<file path="config.mk">
export PLATFORM = sky130hd
export DESIGN_NAME = irqtc_top
export DESIGN_NICKNAME = d
export VERILOG_FILES = /design/src/rtl/irqtc_pkg.sv /design/src/rtl/irqtc_regs.sv /design/src/rtl/irqtc_sync.sv /design/src/rtl/irqtc_cond.sv /design/src/rtl/irqtc_top.sv
export SDC_FILE = /design/constraint.sdc
export NUM_CORES = 1
export LEC_CHECK = 0
export ABC_AREA = 1
export CAP_MARGIN = 20
export CORE_MARGIN = 4
export CORE_UTILIZATION = 51
export CTS_CLUSTER_DIAMETER = 60
export CTS_CLUSTER_SIZE = 12
export DETAILED_ROUTE_END_ITERATION = 10
export PLACE_DENSITY_LB_ADDON = 0.15
export SYNTH_ARGS = -nofsm -noshare
export SYNTH_HDL_FRONTEND = slang
export SYNTH_SLANG_ARGS = --single-unit
</file>
<file path="constraint.sdc">
create_clock -name clk -period 1.75 [get_ports clk]
set_input_delay 0.2625 -clock clk [delete_from_list [all_inputs] [get_ports clk]]
set_output_delay 0.2625 -clock clk [all_outputs]
set_load 0.02 [all_outputs]
</file>
<file path="src/rtl/irqtc_pkg.sv">
package irqtc_pkg;
  localparam int unsigned LINES  = 16;
  localparam int unsigned BYTE_W = 8;
  localparam int unsigned ADDR_W = 16;
  localparam logic [ADDR_W-1:0] BASE_ADDR = 16'h04D0;
  // Writable mode bits; zero positions are fixed edge lines.
  localparam logic [LINES-1:0] WR_MASK = 16'hDEF8;
endpackage

</file>
<file path="src/rtl/irqtc_regs.sv">
module irqtc_regs
  import irqtc_pkg::*;
#(
  parameter int unsigned AW = ADDR_W,
  parameter int unsigned N  = LINES,
  parameter int unsigned DW = BYTE_W,
  parameter logic [AW-1:0] BASE = BASE_ADDR,
  parameter logic [N-1:0]  MASK = WR_MASK
) (
  input  logic          clk,
  input  logic          rst_n,
  input  logic [AW-1:0] addr,
  input  logic          wr,
  input  logic          rd,
  input  logic [DW-1:0] wdata,
  output logic [DW-1:0] rdata,
  output logic [N-1:0]  mode,
  output logic [N-1:0]  mode_chg
);
  localparam int unsigned NR = N / DW;

  logic [N-1:0]  mode_q, mode_d;
  logic [NR-1:0] hit;

  for (genvar r = 0; r < NR; r++) begin : g_dec
    assign hit[r] = (addr == (BASE + AW'(r)));

    // a decoded write lands, masked, at the next edge
    p_wr_lands_r1: assert property (@(posedge clk) disable iff (!rst_n)
      (wr && hit[r]) |=> (mode_q[r*DW +: DW] == ($past(wdata) & MASK[r*DW +: DW])));
  end

  always_comb begin
    mode_d = mode_q;
    for (int r = 0; r < NR; r++) begin
      if (wr && hit[r]) mode_d[r*DW +: DW] = wdata & MASK[r*DW +: DW];
    end
  end

  always_ff @(posedge clk or negedge rst_n) begin
    if (!rst_n) mode_q <= '0;
    else        mode_q <= mode_d;
  end

  always_comb begin
    rdata = '0;
    for (int r = 0; r < NR; r++) begin
      if (rd && hit[r]) rdata = mode_q[r*DW +: DW];
    end
  end

  assign mode     = mode_q;
  assign mode_chg = mode_d ^ mode_q;

  // no decoded write, no change
  p_no_stray_r9: assert property (@(posedge clk) disable iff (!rst_n)
    !(wr && (|hit)) |=> $stable(mode_q));
endmodule

</file>
<file path="src/rtl/irqtc_sync.sv">
module irqtc_sync
  import irqtc_pkg::*;
#(
  parameter int unsigned N      = LINES,
  parameter int unsigned STAGES = 2
) (
  input  logic         clk,
  input  logic         rst_n,
  input  logic [N-1:0] din,
  output logic [N-1:0] dout
);
  logic [N-1:0] st [STAGES];

  always_ff @(posedge clk or negedge rst_n) begin
    if (!rst_n) begin
      for (int s = 0; s < STAGES; s++) st[s] <= '0;
    end else begin
      st[0] <= din;
      for (int s = 1; s < STAGES; s++) st[s] <= st[s-1];
    end
  end

  assign dout = st[STAGES-1];
endmodule

</file>
<file path="src/rtl/irqtc_cond.sv">
module irqtc_cond
  import irqtc_pkg::*;
#(
  parameter int unsigned N = LINES
) (
  input  logic         clk,
  input  logic         rst_n,
  input  logic [N-1:0] mode,
  input  logic [N-1:0] mode_chg,
  input  logic [N-1:0] line_s,
  input  logic [N-1:0] ack,
  output logic [N-1:0] pend
);
  for (genvar i = 0; i < N; i++) begin : g_line
    logic prev_q, sticky_q, rise;

    assign rise = line_s[i] & ~prev_q;

    always_ff @(posedge clk or negedge rst_n) begin
      if (!rst_n) begin
        prev_q   <= 1'b0;
        sticky_q <= 1'b0;
      end else begin
        prev_q <= line_s[i];
        if (mode_chg[i] || mode[i]) sticky_q <= 1'b0;
        else if (rise)              sticky_q <= 1'b1;
        else if (ack[i])            sticky_q <= 1'b0;
      end
    end

    assign pend[i] = mode[i] ? ~line_s[i] : sticky_q;

    // a synchronised edge in edge mode raises the request
    p_rise_sets_r5: assert property (@(posedge clk) disable iff (!rst_n)
      (!mode[i] && !mode_chg[i] && rise) |=> pend[i]);
    // the request holds until cleared
    p_sticky_hold_r5: assert property (@(posedge clk) disable iff (!rst_n)
      (!mode[i] && !mode_chg[i] && pend[i] && !ack[i]) |=> pend[i]);
    // acknowledge clears when no new edge competes
    p_ack_clears_r6: assert property (@(posedge clk) disable iff (!rst_n)
      (!mode[i] && !mode_chg[i] && ack[i] && !rise) |=> !pend[i]);
    // a mode change drops the edge flag
    p_chg_clears_r8: assert property (@(posedge clk) disable iff (!rst_n)
      mode_chg[i] |=> !sticky_q);
  end
endmodule

</file>
<file path="src/rtl/irqtc_top.sv">
module irqtc_top
  import irqtc_pkg::*;
#(
  parameter int unsigned AW = ADDR_W,
  parameter int unsigned N  = LINES,
  parameter int unsigned DW = BYTE_W,
  parameter logic [AW-1:0] BASE = BASE_ADDR,
  parameter logic [N-1:0]  MASK = WR_MASK
) (
  input  logic          clk,
  input  logic          rst_n,
  input  logic [AW-1:0] io_addr,
  input  logic          io_wr,
  input  logic          io_rd,
  input  logic [DW-1:0] io_wdata,
  output logic [DW-1:0] io_rdata,
  input  logic [N-1:0]  irq_raw,
  input  logic [N-1:0]  irq_ack,
  output logic [N-1:0]  irq_pend
);
  logic [N-1:0] mode, mode_chg, line_s;

  irqtc_regs #(.AW(AW), .N(N), .DW(DW), .BASE(BASE), .MASK(MASK)) u_regs (
    .clk(clk), .rst_n(rst_n), .addr(io_addr), .wr(io_wr), .rd(io_rd),
    .wdata(io_wdata), .rdata(io_rdata), .mode(mode), .mode_chg(mode_chg)
  );

  irqtc_sync #(.N(N), .STAGES(2)) u_sync (
    .clk(clk), .rst_n(rst_n), .din(irq_raw), .dout(line_s)
  );

  irqtc_cond #(.N(N)) u_cond (
    .clk(clk), .rst_n(rst_n), .mode(mode), .mode_chg(mode_chg),
    .line_s(line_s), .ack(irq_ack), .pend(irq_pend)
  );

  // no read strobe, bus is quiet
  p_idle_read_r2: assert property (@(posedge clk) disable iff (!rst_n)
    !io_rd |-> (io_rdata == '0));
  // fixed positions never reach level mode
  p_fixed_edge_r4: assert property (@(posedge clk) disable iff (!rst_n)
    (mode & ~MASK) == '0);
endmodule

</file>
# [Word-level counts from Yosys, hierarchy flattened]
# Cells that the tools add are included.
[word_totals] input_bits=60 regBits=80 out_inout_bits=24 word_cells=190
[op_classes] n_eq_ne=2 n_bitwise=49 reduce_logical=36 mux=68
[ops] operator="$mux 1" n=64
[ops] operator="$reduce_bool 3->1" n=16
[ops] operator="$eq 16x11->1 const B" n=2
[ops] operator="$mux 8" n=4
[ops] operator="$not 1->1" n=32
[ops] operator="$and 1x1->1" n=16
[ops] operator="$logic_or 1x1->1" n=16
[ops] operator="$xor 16x16->16" n=1
[ops] operator="$logic_and 1x1->1" n=4

# [Depth between registers and ports, before layout]
# Gate-level depths: netlist of run 1.
[logic_depth] ltp_word=6 mapped_depth=8 mapped_depth_nobuf=8

# [Hierarchy]
# A second synthesis of run 1 with hierarchy kept.
[unflattened] cells_unflattened=392 area_unflattened_um2=3484.6
[modules_own_cells] mod="irqtc_cond" area_each_um2=1501.4 seq_area_each_um2=800.8 cells_per_inst=192 n_inst=1
[modules_own_cells] mod="irqtc_regs" area_each_um2=1062.3 seq_area_each_um2=400.4 cells_per_inst=152 n_inst=1
[modules_own_cells] mod="irqtc_sync" area_each_um2=920.9 seq_area_each_um2=800.8 cells_per_inst=48 n_inst=1

# [Least setup slack after synthesis of run 1]
# Ideal clock, no wire load.
[synth_path] kind="input port to output port" from="in io_addr[3]" to="out io_rdata[0]" setup_slack_ns=0.312 arrival_time_ns=1.176 path_stages=5 t_required_ns=1.487 path_buffers=0 path_cell_list="nor2_2 > nand2_1 > nor2_4 > nand3_2 > o21ai_1"
[synth_via] elab_chain_cells=4 elab_cells_between_ends=6 classes_between="eq/ne: 2; mux: 2; reduce/logical: 2"
[synth_lines] element="start, declared" line="irqtc_top.sv:12" rtl="input logic [AW-1:0] io_addr,"
[synth_lines] element="$eq 16x11->1" line="irqtc_regs.sv:26" rtl="assign hit[r] = (addr == (BASE + AW'(r)));"
[synth_lines] element="$logic_and 1x1->1" line="irqtc_regs.sv:48" rtl="if (rd && hit[r]) rdata = mode_q[r*DW +: DW];"
[synth_lines] element="$mux 8" line="irqtc_regs.sv:48"
[synth_lines] element="$mux 8 (*)" line="irqtc_regs.sv:48"
[synth_lines] element="end, declared" line="irqtc_top.sv:16" rtl="output logic [DW-1:0] io_rdata,"
# Mark *: on every way between the ends. The rest lies on a longest branch, timed or not.

# [Worst setup path in the final report of run 1]
[layout_path] from="in io_addr[11]" to="out io_rdata[1]"
# The elaborated chain is that of the path after synthesis.

==> impl_metrics.yaml, run 1 <==
worst_setup_path:
  worstPathRequired_ns: 1.49
  r2r_setup_slack_ns: 0.78
  cp-startpoint: "io_addr[11]"
  r2r-start: "u_regs.mode[15]$_DFF_PN0_"
  endpoint_kind: "output port"
  crit_chain: "clkdlybuf4s15_1, nor2_2, nand2_2, nor2_8, buf_4, nand3_4, o21ai_2, buf_4"
  cp-start-kind: "input port"
  worst-path-max-fanout: 8
  criticalPathCategory: "input port to output port"
  critPathArrivalTime_ns: 1.41
  cpMostUsedCell: "buf_4"
  cpPeakStageDelay_ns: 0.19
  reg2reg_depth: 5
  slowest_stage: "o21ai_2"
  r2r-end: "u_cond.g_line[15].sticky_q$_DFFE_PN0P_"
logic_synthesis:
  ys_types: 18
  synth_mux_area_share_pct: 0
  yosysTopAreaCell: "dfrtp_1"
  avgSynthCellArea_um2: 11.1
  synth.top_cells.by_area: "dfrtp_1 67%, nand2_1 5.9%, inv_1 4.6%"
  synth_edf_count: 0
  synth_compound_area_share_pct: 7.36
  syn_area_um2: 2990
  synthXorXnorAreaFrac_pct: 0
  syn-num-nets: 329
  netlist_instances: 269
  seq_area_frac_synth_pct: 66.9
  synth-async-reset-ratio_pct: 100
  ys_seq_elements: 80
  yosys.area_share.simple_pct: 20.4
  synth_top_area_share_pct: 66.9
  yosys.area_share.adder_pct: 0
  synth_top_family_by_area: "simple AND/OR/NAND/NOR gates"
  ys_warn_count: 0
  ys.flop_type: "dfrtp_1"
final_layout:
  final_common_cell: "dfrtp_1"
  mostFrequentLayoutCells: "80 x dfrtp_1, 47 x nand2_1, 40 x clkdlybuf4s50_1, 35 x inv_1, 16 x o21ai_0"
  nFillCells: 444
  stdcell_count: 444
  drive_gt1_share_pct: 22.3
  antennaDiodeCount: 0
  final_nets: 429
  syn_to_final_growth_pct: 37.5
floorplanning:
  die-height_um: 84.6
  die_area_um2: 7160
  die_w_um: 84.6
  rows: 27
  core_area_um2: 5610
  io_pins: 84
  start_util_pct: 53.3
timing:
  worstMarginPinSlew_ns: 0.409
  clock_skew_ns: 0.00598
  finalSetupTns_ns: 0
  final-setup-viol-count: 0
  timing.fmax_mhz: 599
  period_share_pct: 95.4
  slew_headroom_pct: 72.7
  hold_violations: 0
  period_minus_slack_ns: 1.67
  hold-worst-slack_ns: 0.344
  slew_viol_final: 0
  finalWorstSetupSlack_ns: 0.0813
min_path:
  whs_path_depth: 1
  holdCritPathClass: "input port to register"
  worstHoldEndpoint: "u_sync.st[16]$_DFF_PN0_"
  min_from: "irq_raw[0]"
clock_network:
  cts_sinks: 80
  htreeDepth: 3
  ctsRootBufferMaster: "clkbuf_8"
  cts_tree: "yes"
  clk_latency_ns: 0.35
  numCtsBuffers: 9
  clk_pin_slew_worst_paths_ns: 0.08
  cts_max_path_buffers: 2
grt:
  grt_overflow: 0
  grt_use_total_pct: 19.5
  antenna_found_initial: 0
  grt_max_degree: 51
  grt_pass1_wl_mm: 10.8
  grt_pass1_vias: 2307
power_and_ir_drop:
  p_per_area_nw_per_um2: 916
  leakagePower_nw: 2.02
  peakVddDrop_mv: 0.754
  total_power_mw: 3.77
detailed_routing:
  viasPerCell: 4.88
  drt_wl_total_mm: 6.34
  route.antenna.remaining_nets: 0
  vias: 2168
  drt-initial-drc-count: 62
  drcViolationCount: 0
  drt-pass1-iter-count: 4
  wl_per_cell_um: 14.3
placement:
  place_hpwl_mm: 4.66
  gp_congestion: 0.747
  port-buffer-count: 82
  dp_cells: 427
  dp_slack_ns: -0.725
status:
  status: "completed"
run:
  cap_violations: 0
through the flow:
step / area, um^2 / utilization (%)
after floorplan: 2990 / -
after global routing: 4110 / 73.3
final: 4110 / 73.3
after global placement: 3940 / 70.2
after CTS: 4140 / 73.8
after detailed placement: 3940 / 70.2
critical path, delay by kind of cell:
kind / cells / cell delay [ns]
simple gates: 4 / 0.48
buf+inv: 3 / 0.46
compound gates: 1 / 0.19
power by group:
part           switching (mW)  leakage (nW)  total (mW)  internal, mW
clock network           0.633         0.106        1.43         0.792
logic                   0.186         0.935       0.374         0.187
registers              0.0331         0.977        1.97          1.94
flip-flops by register name, summed over array words and instances (netlist names):
signal	cells
u_cond.g_line.sticky_q	16
u_cond.g_line.prev_q	16
u_regs.mode	16
u_sync.st	16
u_sync.dout	16
worst max-delay path by stage:
| stage | to | slack, ns | cells after the start |
|---|---|---|---|
| 2_1_floorplan | io_rdata[0] | 0.31 | 5 |
| 3_3_place_gp | io_rdata[2] | -0.70 | 10 |
| 3_5_place_dp | io_rdata[0] | -0.73 | 10 |
| 4_1_cts | io_rdata[3] | 0.003 | 9 |
| 5_1_grt | io_rdata[3] | -0.002 | 10 |
| 6_report | io_rdata[1] | 0.08 | 8 |
timing repair:
action / 4_1_cts / 5_1_grt
resized for setup: 88 / 19
hold buffers: 1 / 0
setup endpoints to repair: 24 / 10
endpoints found under the hold margin: 30 / 0
pin swaps: 17 / 15
setup buffers: 2 / 0
routing by layer:
| metal | global-route usage (%) | vias to the layer above | part of all wire, % | wire length (um) |
|---|---|---|---|---|
| li1 | - | 1068 | - | - |
| met1 | 23.5 | 1040 | 41 | 2590 |
| met2 | 32.7 | 52 | 52 | 3280 |
| met3 | 7.26 | 8 | 6.2 | 396 |
| met4 | 6.04 | 0 | 1.3 | 81 |
| met5 | 0 | - | 0 | 0 |
layout make-up:
type	count	area, um^2	area share, %
clock buffers	9	124	3.01
well taps	72	90.1	2.19
flip-flops and latches	80	2000	48.7
multi-input cells	150	863	21.0
repair buffers	91	812	19.7
clock inverters	5	82.6	2.01
inverters	37	139	3.38
cell families after synthesis:
kind of cell           Yosys count
AOI/OAI and AO/OA               40
buffers and inverters           39
DFF                             80
and+or+nand+nor                110
Yosys cell counts (5+ instances only):
library cell and n:
a31oi_1 11, nor2_1 13, inv_1 37, dfrtp_1 80, o21ai_0 16, nand2_2 14
o22ai_1 5, o21ai_1 8, nand4_1 11, nand2_1 47, nor2_2 16
Power figures use the tool's default switching activity.
==> inputs of run 2 (changes only) <==
--- a/config.mk
+++ b/config.mk
@@ -12,7 +12,7 @@
 export CTS_CLUSTER_DIAMETER = 60
 export CTS_CLUSTER_SIZE = 12
 export DETAILED_ROUTE_END_ITERATION = 10
-export PLACE_DENSITY_LB_ADDON = 0.15
+export PLACE_DENSITY_LB_ADDON = 0.12
 export SYNTH_ARGS = -nofsm -noshare
 export SYNTH_HDL_FRONTEND = slang
 export SYNTH_SLANG_ARGS = --single-unit
==> run 2 against run 1 <==
Setup slack got worse by 0.051 ns. Power decreased by 1.7%. Highest routed layer unchanged. Core utilization increased by 2.2 points. Non-clock buffer count increased by 8. Cell count increased by 2.3%. Largest power group unchanged. Critical path type unchanged.
==> impl_metrics.yaml, run 2 (same netlist as run 1, synthesis figures left out) <==
detailed_routing:
  vias: 2232
  drt-pass1-iter-count: 4
  wl_per_cell_um: 14.0
  drt-initial-drc-count: 71
  drt_wl_total_mm: 6.36
  drcViolationCount: 0
  viasPerCell: 4.92
  route.antenna.remaining_nets: 0
grt:
  grt_pass1_wl_mm: 10.6
  grt_use_total_pct: 18.9
  grt_max_degree: 38
  grt_overflow: 0
  grt_pass1_vias: 2303
  antenna_found_initial: 0
placement:
  port-buffer-count: 82
  gp_congestion: 0.740
  place_hpwl_mm: 4.63
worst_setup_path:
  crit_buf_inv: 3
  critPathArrivalTime_ns: 1.46
  r2r_setup_slack_ns: 0.81
  crit_family: "buffers and inverters"
  worstPathRequired_ns: 1.49
  worst-path-max-fanout: 5
  cp-start-kind: "input port"
  crit_chain: "clkdlybuf4s15_1, nor2_2, nand2_4, nor2_4, nand3_4, buf_4, o21ai_1, buf_2"
  slowest_stage: "buf_2"
  endpoint_kind: "output port"
  criticalPathCategory: "input port to output port"
  cpPeakStageDelay_ns: 0.20
timing:
  hold_violations: 0
  timing.fmax_mhz: 582
  clock_skew_ns: 0.00646
  worstMarginPinSlew_ns: 0.469
  hold-worst-slack_ns: 0.351
  period_minus_slack_ns: 1.72
  slew_headroom_pct: 68.7
  period_share_pct: 98.2
  final-setup-viol-count: 0
  slew_viol_final: 0
clock_network:
  cts_tree: "yes"
  numCtsBuffers: 9
  ctsRootBufferMaster: "clkbuf_8"
  htreeDepth: 3
  cts_sinks: 80
  clk_latency_ns: 0.34
  cts_max_path_buffers: 2
  clk_pin_slew_worst_paths_ns: 0.08
final_layout:
  mostFrequentLayoutCells: "80 x dfrtp_1, 43 x nand2_1, 40 x clkdlybuf4s50_1, 35 x inv_1, 19 x dlygate4sd2_1"
  drive_gt1_share_pct: 25.4
  postLayoutCoreUtil_pct: 75.5
  final_nets: 437
  antennaDiodeCount: 0
  final_common_cell: "dfrtp_1"
  syn_to_final_growth_pct: 41.6
floorplanning:
  io_pins: 84
  core_area_um2: 5610
  rows: 27
  start_util_pct: 53.3
  die-height_um: 84.6
  die_area_um2: 7160
  die_w_um: 84.6
power_and_ir_drop:
  peakVddDrop_mv: 0.884
  leakagePower_nw: 2.07
  p_per_area_nw_per_um2: 874
run:
  cap_violations: 0
status:
  status: "completed"
min_path:
  holdCritPathClass: "register to register"
==> run 2: changes by cell type in the layout (fill, tap and decap cells not counted), moves of 4 or more <==
cell,before,now
buf_6,0,8
clkbuf_2,7,3
dlygate4sd2_1,15,19
nand2_1,47,43
nand2_2,13,17
o21ai_1,6,2
o21ai_2,2,6
==> run 2: stage by stage <==
stage	instances	instance area (um^2)	setup TNS, ns	setup WS, ns	power [mW]
3_3_place_gp	430	3960	-5.38	-0.693	2.40
4_1_cts	451	4160	0	0.00520	3.74
5_1_grt	454	4240	-0.0378	-0.0339	3.86
3_5_place_dp	430	3960	-5.58	-0.710	2.42
2_1_floorplan	269	2990	0	0.312	2.14
6_report	454	4240	0	0.0306	3.70
==> run 2: per-layer routing <==
metal,track usage (%),vias to the layer above,part of all wire (%)
met5,0,-,0
met2,29.9,71,49
met3,5.50,11,6.6
li1,-,1084,-
met1,25.0,1066,43
met4,6.91,0,1.7
==> run 2: final cells by class <==
| cell class | count | area [um^2] |
|---|---|---|
| well taps | 72 | 90.1 |
| multi-input cells | 150 | 876 |
| clock buffers | 11 | 151 |
| fillers | 389 | 1370 |
| repair buffers | 99 | 922 |
| inverters | 37 | 139 |
| flip-flops and latches | 80 | 2000 |
| clock inverters | 5 | 55.1 |
==> run 2: path summary, 6_finish.rpt <==
path	from	endpoint	cells after the start
worst min-delay path	u_sync.st[22]$_DFF_PN0_	u_sync.dout[6]$_DFF_PN0_	0
worst max register to register	u_regs.mode[4]$_DFF_PN0_	u_cond.g_line[4].sticky_q$_DFFE_PN0P_	5
worst max-delay path	io_addr[5]	io_rdata[5]	8
min in group asynchronous	rst_n	u_sync.st[19]$_DFF_PN0_	2
worst min register to register	u_sync.st[22]$_DFF_PN0_	u_sync.dout[6]$_DFF_PN0_	0
max in group asynchronous	rst_n	u_cond.g_line[9].prev_q$_DFF_PN0_	3
==> run 2: worst reg2reg max path, cell delays in order, from the launching register on <==
cell and delay [ns]:
dfrtp_1 0.38, inv_1 0.12, nand2_1 0.08, nor2_1 0.12, a31oi_1 0.07, nor2_2 0.11
==> run 2: where the power goes <==
part | switching (mW) | internal, mW | total (mW)
clock | 0.628 | 0.731 | 1.36
combinational | 0.185 | 0.190 | 0.375
sequential | 0.0323 | 1.94 | 1.97
total | 0.846 | 2.86 | 3.70
==> run 2: timing repair <==
action,in CTS,in global routing
gates cloned,0,0
buffers inserted,4,3
hold buffers,1,0
setup endpoints to repair,24,8
resized for setup,87,25
pin swaps,15,9
hold endpoints to repair,34,0
==> inputs of run 3 (changes only) <==
--- a/config.mk
+++ b/config.mk
@@ -7,12 +7,15 @@
 export LEC_CHECK = 0
 export ABC_AREA = 1
 export CAP_MARGIN = 20
+export CELL_PAD_IN_SITES_DETAIL_PLACEMENT = 1
+export CELL_PAD_IN_SITES_GLOBAL_PLACEMENT = 1
 export CORE_MARGIN = 4
-export CORE_UTILIZATION = 51
+export CORE_UTILIZATION = 33
 export CTS_CLUSTER_DIAMETER = 60
 export CTS_CLUSTER_SIZE = 12
 export DETAILED_ROUTE_END_ITERATION = 10
 export PLACE_DENSITY_LB_ADDON = 0.12
+export SETUP_SLACK_MARGIN = 0.02
 export SYNTH_ARGS = -nofsm -noshare
 export SYNTH_HDL_FRONTEND = slang
 export SYNTH_SLANG_ARGS = --single-unit
==> constraint.sdc (replaced) <==
create_clock -name clk -period 1.4 [get_ports clk]
set_input_delay 0.21 -clock clk [delete_from_list [all_inputs] [get_ports clk]]
set_output_delay 0.21 -clock clk [all_outputs]
set_load 0.02 [all_outputs]
==> run 3 against run 2 <==
The flow now finishes with violations (negative setup slack). Via count increased by 8.2%. Cell area rose by 12%. Sequential share of layout area down 5.2 points. Die area rose by 49%. Clock-buffer cell count fell by 2. Clock power up 19%. Sequential power grew 25%. Power grew 27%. Largest cell class unchanged.
==> impl_metrics.yaml, run 3 (same netlist as run 1, synthesis figures left out) <==
final_layout:
  multi_input_area_um2: 1040
  drive_gt1_share_pct: 49.3
  final_common_cell: "dfrtp_1"
  nFillCells: 958
  mostFrequentLayoutCells: "80 x dfrtp_1, 58 x buf_4, 40 x clkdlybuf4s50_1, 29 x nand2_1, 25 x nand2_2"
  final_nets: 475
  seqCellArea_um2: 2000
  postLayoutCoreUtil_pct: 54.2
  syn_to_final_growth_pct: 58.9
  antennaDiodeCount: 0
worst_setup_path:
  r2r-end: "u_cond.g_line[10].sticky_q$_DFFE_PN0P_"
  cp-startpoint: "io_addr[2]"
  endpoint_kind: "output port"
  critPathArrivalTime_ns: 1.28
  crit_end: "io_rdata[4]"
  reg2reg_depth: 5
  r2r_setup_slack_ns: 0.37
  worstPathRequired_ns: 1.19
  criticalPathCategory: "input port to output port"
  cp-start-kind: "input port"
  worst-path-max-fanout: 5
  r2r-start: "u_regs.mode[10]$_DFF_PN0_"
detailed_routing:
  route.antenna.remaining_nets: 0
  wl_per_cell_um: 14.3
  drcViolationCount: 0
  detail_route.wirelength.met1_mm: 3.10
  vias: 2416
  met3WireLength_um: 365
  drt-initial-drc-count: 33
  top_layer: "met4"
  drt-pass1-iter-count: 4
  wl_met2_mm: 3.98
  drt_wl_total_mm: 7.56
  viasPerCell: 4.58
timing:
  worstMarginPinSlew_ns: 0.345
  slew_headroom_pct: 77.0
  finalWorstSetupSlack_ns: -0.0872
  hold_violations: 0
  period_minus_slack_ns: 1.49
  timing.fmax_mhz: 672
  final-setup-viol-count: 8
  clock_skew_ns: 0.0122
  period_share_pct: 106
  rsz0062_at_grt: "true"
  hold-worst-slack_ns: 0.281
  slew_viol_final: 0
clock_network:
  cts_max_path_buffers: 2
  cts_sinks: 80
  clk_latency_ns: 0.36
  numCtsBuffers: 9
  cts_tree: "yes"
  clk_pin_slew_worst_paths_ns: 0.10
  htreeDepth: 3
  ctsRootBufferMaster: "clkbuf_8"
min_path:
  holdCritPathClass: "input port to register"
floorplanning:
  die_w_um: 103
  die_area_um2: 10700
  io_pins: 84
  die-height_um: 103
  rows: 34
  core_area_um2: 8760
  start_util_pct: 34.1
grt:
  antenna_found_initial: 0
  grt_use_total_pct: 15.3
  grt_pass1_wl_mm: 12.2
  grt_overflow: 0
  grt_pass1_vias: 2557
  grt_max_degree: 36
power_and_ir_drop:
  total_power_mw: 4.70
  leakagePower_nw: 2.36
  p_per_area_nw_per_um2: 989
  peakVddDrop_mv: 0.505
placement:
  place_hpwl_mm: 5.42
  gp_congestion: 0.729
  port-buffer-count: 82
status:
  violations: "negative setup slack"
  status: "finished with violations"
run:
  cap_violations: 0
-- run 3: metrics by stage --
stage | worst slack, ns | setup TNS [ns] | std cells | instance area (um^2)
after detailed placement | -0.983 | -15.24 | 486 | 4180
after floorplan | 0.0668 | 0 | 269 | 2990
after global routing | -0.151 | -1.34 | 528 | 4750
final | -0.0872 | -0.603 | 528 | 4750
after global placement | -0.970 | -14.50 | 486 | 4180
after CTS | -0.150 | -0.872 | 518 | 4550
-- run 3: what timing repair did --
item,CTS,global route
pin swaps,21,18
endpoints found under the hold margin,22,0
gates cloned,0,0
endpoints found under the setup margin,24,24
setup buffers,15,10
gates resized for setup,260,47
hold buffers,1,0
-- run 3: critical path, cell delays in order --
cell     delay, ns
buf_6         0.09
nor2_4        0.13
nand3_4       0.11
nor2_8        0.10
nand2_4       0.05
nor2_4        0.17
buf_12        0.16
nand2_4       0.05
o21ai_4       0.06
buf_6         0.14
-- run 3: how the worst min path moves through the flow --
stage                startpoint                                end  slack (ns)  cells after the start
detailed placement        rst_n           u_sync.dout[0]$_DFF_PN0_        0.15                      1
CTS                  irq_raw[1]            u_sync.st[17]$_DFF_PN0_        0.26                      1
global placement          rst_n           u_sync.dout[0]$_DFF_PN0_        0.14                      1
global route        irq_raw[12]            u_sync.st[28]$_DFF_PN0_        0.25                      1
floorplan                 rst_n  u_cond.g_line[0].prev_q$_DFF_PN0_       -0.09                      0
finish              irq_raw[12]            u_sync.st[28]$_DFF_PN0_        0.28                      1
-- run 3: final cells by class --
cell class                 instances  share of cell area [%]
timing repair buffer             137                    26.3
sequential                        80                    42.1
clock buffer                       9                    2.61
multi-input combinational        150                    21.9
tap                              108                    2.84
inverter                          37                    2.97
clock inverter                     7                    1.29
-- run 3: routing by layer --
metal / vias to the layer above / track usage, %
li1: 1166 / -
met1: 1188 / 19.0
met2: 52 / 25.9
met3: 10 / 3.96
met4: 0 / 5.38
met5: - / 0
-- run 3: where the power goes --
part / leakage, nW / total (mW) / internal, mW / switching, mW
logic: 1.29 / 0.616 / 0.342 / 0.273
registers: 0.977 / 2.47 / 2.42 / 0.0482
clock network: 0.0892 / 1.62 / 0.681 / 0.935
total: 2.36 / 4.70 / 3.44 / 1.26
